## src/rtl/ivec_pkg.sv

```systemverilog
package ivec_pkg;

  localparam int CE_BIT  = 0;
  localparam int SEL_BIT = 1;
  localparam int PUD_BIT = 4;
  localparam int REG_W   = 8;

  localparam logic [REG_W-1:0] LIVE_MASK =
    (REG_W'(1) << CE_BIT) | (REG_W'(1) << SEL_BIT) | (REG_W'(1) << PUD_BIT);

  typedef struct packed {
    logic pud;
    logic sel;
    logic ce;
  } ivec_state_t;

  function automatic logic [REG_W-1:0] pack_reg(input ivec_state_t s);
    logic [REG_W-1:0] v;
    v = '0;
    v[CE_BIT]  = s.ce;
    v[SEL_BIT] = s.sel;
    v[PUD_BIT] = s.pud;
    return v;
  endfunction

endpackage

```

## src/rtl/ivec_cfg_reg.sv

```systemverilog
module ivec_cfg_reg
  import ivec_pkg::*;
#(
  parameter int WIN_CYC = 4
) (
  input  logic        clk,
  input  logic        rst_n,
  input  logic        we,
  input  logic        wr_ce,
  input  logic        wr_sel,
  input  logic        wr_pud,
  output ivec_state_t state,
  output logic        ev_arm,
  output logic        ev_commit,
  output logic        ev_expire
);
  localparam int CNT_W = $clog2(WIN_CYC + 1);
  localparam logic [CNT_W-1:0] CNT_LOAD = CNT_W'(WIN_CYC);
  localparam logic [CNT_W-1:0] CNT_LAST = CNT_W'(1);

  logic             ce_q, sel_q, pud_q;
  logic [CNT_W-1:0] cnt_q;

  assign ev_arm    = we & wr_ce;
  assign ev_commit = we & ~wr_ce & ce_q;
  assign ev_expire = ce_q & ~ev_arm & ~ev_commit & (cnt_q == CNT_LAST);

  always_ff @(posedge clk or negedge rst_n) begin
    if (!rst_n) begin
      ce_q  <= 1'b0;
      sel_q <= 1'b0;
      cnt_q <= '0;
    end else if (ev_arm) begin
      ce_q  <= 1'b1;
      cnt_q <= CNT_LOAD;
    end else if (ev_commit) begin
      ce_q  <= 1'b0;
      sel_q <= wr_sel;
      cnt_q <= '0;
    end else if (ce_q) begin
      if (ev_expire) ce_q <= 1'b0;
      cnt_q <= cnt_q - CNT_LAST;
    end
  end

  always_ff @(posedge clk or negedge rst_n) begin
    if (!rst_n)  pud_q <= 1'b0;
    else if (we) pud_q <= wr_pud;
  end

  assign state = '{pud: pud_q, sel: sel_q, ce: ce_q};
endmodule

```

## src/rtl/ivec_hold.sv

```systemverilog
module ivec_hold (
  input  logic clk,
  input  logic rst_n,
  input  logic commit,
  input  logic insn_done,
  output logic hold
);
  logic hold_q;

  always_ff @(posedge clk or negedge rst_n) begin
    if (!rst_n)                  hold_q <= 1'b0;
    else if (commit)             hold_q <= 1'b1;
    else if (hold_q & insn_done) hold_q <= 1'b0;
  end

  assign hold = hold_q;
endmodule

```

## src/rtl/ivec_lock_gate.sv

```systemverilog
module ivec_lock_gate #(
  parameter int PC_W = 14
) (
  input  logic [PC_W-1:0] pc,
  input  logic [PC_W-1:0] boot_start,
  input  logic            sel,
  input  logic            lock_app,
  input  logic            lock_boot,
  output logic            pc_in_boot,
  output logic            lock_block
);
  function automatic logic at_or_above(input logic [PC_W-1:0] a,
                                       input logic [PC_W-1:0] b);
    return a >= b;
  endfunction

  assign pc_in_boot = at_or_above(pc, boot_start);
  assign lock_block = (sel & lock_app & ~pc_in_boot) |
                      (~sel & lock_boot & pc_in_boot);
endmodule

```

## src/rtl/ivec_base_ctl.sv

```systemverilog
module ivec_base_ctl
  import ivec_pkg::*;
#(
  parameter int PC_W    = 14,
  parameter int WIN_CYC = 4
) (
  input  logic            clk,
  input  logic            rst_n,
  input  logic            reg_we,
  input  logic [7:0]      reg_wdata,
  input  logic            insn_done,
  input  logic [PC_W-1:0] boot_start,
  input  logic [PC_W-1:0] pc,
  input  logic            lock_app,
  input  logic            lock_boot,
  output logic [7:0]      reg_rdata,
  output logic [PC_W-1:0] vec_base,
  output logic            irq_block,
  output logic            pullup_dis
);
  ivec_state_t st;
  logic ev_arm, ev_commit, ev_expire;
  logic hold_q, pc_in_boot, lock_block, seq_block;

  ivec_cfg_reg #(.WIN_CYC(WIN_CYC)) u_cfg (
    .clk(clk), .rst_n(rst_n), .we(reg_we),
    .wr_ce(reg_wdata[CE_BIT]), .wr_sel(reg_wdata[SEL_BIT]),
    .wr_pud(reg_wdata[PUD_BIT]),
    .state(st), .ev_arm(ev_arm), .ev_commit(ev_commit), .ev_expire(ev_expire)
  );

  ivec_hold u_hold (
    .clk(clk), .rst_n(rst_n), .commit(ev_commit),
    .insn_done(insn_done), .hold(hold_q)
  );

  ivec_lock_gate #(.PC_W(PC_W)) u_lock (
    .pc(pc), .boot_start(boot_start), .sel(st.sel),
    .lock_app(lock_app), .lock_boot(lock_boot),
    .pc_in_boot(pc_in_boot), .lock_block(lock_block)
  );

  assign seq_block  = ev_arm | st.ce | hold_q;
  assign irq_block  = seq_block | lock_block;
  assign vec_base   = st.sel ? boot_start : '0;
  assign reg_rdata  = pack_reg(st);
  assign pullup_dis = st.pud;
endmodule

```

## config.mk

```make
export PLATFORM = sky130hd
export DESIGN_NAME = ivec_base_ctl
export DESIGN_NICKNAME = d
export VERILOG_FILES = /design/src/rtl/ivec_pkg.sv /design/src/rtl/ivec_cfg_reg.sv /design/src/rtl/ivec_hold.sv /design/src/rtl/ivec_lock_gate.sv /design/src/rtl/ivec_base_ctl.sv
export SDC_FILE = /design/constraint.sdc
export NUM_CORES = 1
export LEC_CHECK = 0
export BUFFER_PORTS_ARGS = -buffer_cell sky130_fd_sc_hd__buf_4
export CAP_MARGIN = 10
export CORE_MARGIN = 10
export CORE_UTILIZATION = 43
export CTS_CLUSTER_SIZE = 24
export DETAILED_ROUTE_END_ITERATION = 10
export PLACE_DENSITY = 0.88
export SYNTH_ARGS = -nofsm -noshare
export SYNTH_HDL_FRONTEND = slang
export SYNTH_HIERARCHICAL = 1
export SYNTH_SLANG_ARGS = --single-unit
```

## constraint.sdc

```tcl
create_clock -name clk -period 4.6 [get_ports clk]
set_input_delay 0.69 -clock clk [delete_from_list [all_inputs] [get_ports clk]]
set_output_delay 0.69 -clock clk [all_outputs]
set_load 0.02 [all_outputs]
```

==> impl_metrics.yaml <==
run_status:
  status: "completed"
floorplan:
  design.die.area_um2: 4240
  die_y_um: 65.1
  core_um2: 1940
  row_count: 16
  initial_core_util_pct: 45.1
  die_w_um: 65.1
  io_pins: 66
synth:
  syn_area_per_cell_um2: 8.26
  yosysWarnings: 6
  synth.cell_area_um2: 876
  syn_inst: 106
power_and_ir_drop:
  peakVddDrop_mv: 0.216
  power_uw: 328
  p_leak_uw: 0.000743
  power_density_nw_per_um2: 254
critical_path:
  r2r_start: "u_cfg/cnt_q[0]"
  critPathLaunchType: "primary input"
  reg2reg_slack_ns: 3.34
  critPathKind: "in -> out"
  cp_max_fo: 2
  r2r_cells: 4
  required_ns: 3.91
  end_kind: "output port"
  worst_r2r_endpoint: "u_cfg/cnt_q[1]"
  arrival_ns: 2.51
layout:
  nets: 218
  layout_common_cells: "buf_4 (55), inv_1 (17), ha_1 (16)"
  fin_util_pct: 66.6
  final_common_cell: "buf_4"
  antennaDiodeCount: 0
  drive_gt1_share_pct: 38.4
  synthToLayoutAreaGrowth_pct: 47.6
  postLayoutCellArea_um2: 1290
sta:
  layout_min_cycle_time_ns: 3.20
  max_freq_ghz: 0.313
  min_period_over_period_pct: 69.5
  final-hold-violation-count: 0
  finalSetupTns_ns: 0
  hold_ws_ns: 0.243
  rsz0062_at_grt: "no"
  skew_ns: 0.00205
  setup_viol: 0
  drv_slew: 0
drt:
  ant_nets: 0
  vias: 861
  first_pass_iters: 4
  drc: 0
  wl_mm: 2.51
  via_per_inst: 4.63
  drt_iter0_drc: 32
  routedWlPerCell_um: 13.5
grt:
  antenna_found_initial: 0
  grt_pass1_vias: 975
  grt_pass1_wl_mm: 4.24
  grt_max_degree: 19
  globalRouteMet3Util_pct: 5.93
  grt.met2_usage_pct: 19.5
  grtUsageMet1_pct: 13.3
  track_usage_pct: 11.8
  grt-ovfl-total: 0
  busiest_layer: "met2"
clock_tree:
  cts_buffers: 3
  post_cts_buffers: 0
  cts_tree: "yes"
  clk_path_buf_depth: 2
  htreeDepth: 1
  clk_latency_ns: 0.25
  cts.clk_slew.worst_paths_ns: 0.05
  cts-root-buf: "clkbuf_4"
  post_cts_resized: 0
  cts_hold_buf: 0
  numClockSinks: 7
placed_design:
  place_area_um2: 1270
  place_hpwl_mm: 2.19
  gp_congestion: 0.799
  numPortBuffers: 55
worst_hold_path:
  hold_class: "in -> async"
flow_run:
  drv_cap: 0
how the worst max path moves through the flow:
stage | slack, ns | cells after the start | from | endpoint
4_1_cts | 1.38 | 9 | boot_start[0] | irq_block
3_5_place_dp | 1.40 | 9 | boot_start[0] | irq_block
2_1_floorplan | 1.63 | 8 | pc[0] | irq_block
5_1_grt | 1.27 | 9 | boot_start[0] | irq_block
6_report | 1.40 | 9 | boot_start[0] | irq_block
3_3_place_gp | 1.40 | 9 | boot_start[0] | irq_block
sequential cells by signal (all words and copies together) (netlist names):
| signal | count |
|---|---|
| u_cfg/ce_q | 1 |
| u_cfg/cnt_q | 3 |
| u_cfg/pud_q | 1 |
| u_cfg/sel_q | 1 |
| u_hold/hold | 1 |
layer usage:
metal | share of wire [%] | vias up
met1 | 40 | 366
met5 | 0 | -
met4 | 0.56 | 0
met3 | 15 | 2
li1 | - | 446
met2 | 45 | 47
layout make-up:
type,instances,area (um^2)
clock buffers,4,26.3
well taps,27,33.8
multi-input cells,75,577
inverters,18,67.6
fillers,172,649
repair buffers,55,413
flip-flops and latches,7,175
worst max-delay path, stage by stage:
cell,delay [ns]
buf_4,0.11
ha_1,0.27
nand2b_1,0.14
a21oi_1,0.15
o221ai_1,0.14
a221o_1,0.32
mux2i_1,0.12
or4_1,0.39
buf_4,0.17
metrics by stage:
stage	worst slack, ns	cells
after floorplan	1.63	110
final	1.40	186
after detailed placement	1.40	182
after global routing	1.27	186
after global placement	1.40	182
after CTS	1.38	186
report_power, final:
part / internal (uW) / leakage, uW / switching, uW
Sequential: 73.3 / 0.0000858 / 17.6
Clock: 33.0 / 0.0000150 / 21.9
Combinational: 92.6 / 0.000643 / 89.6
No activity file was read; power rests on OpenSTA's default activity.
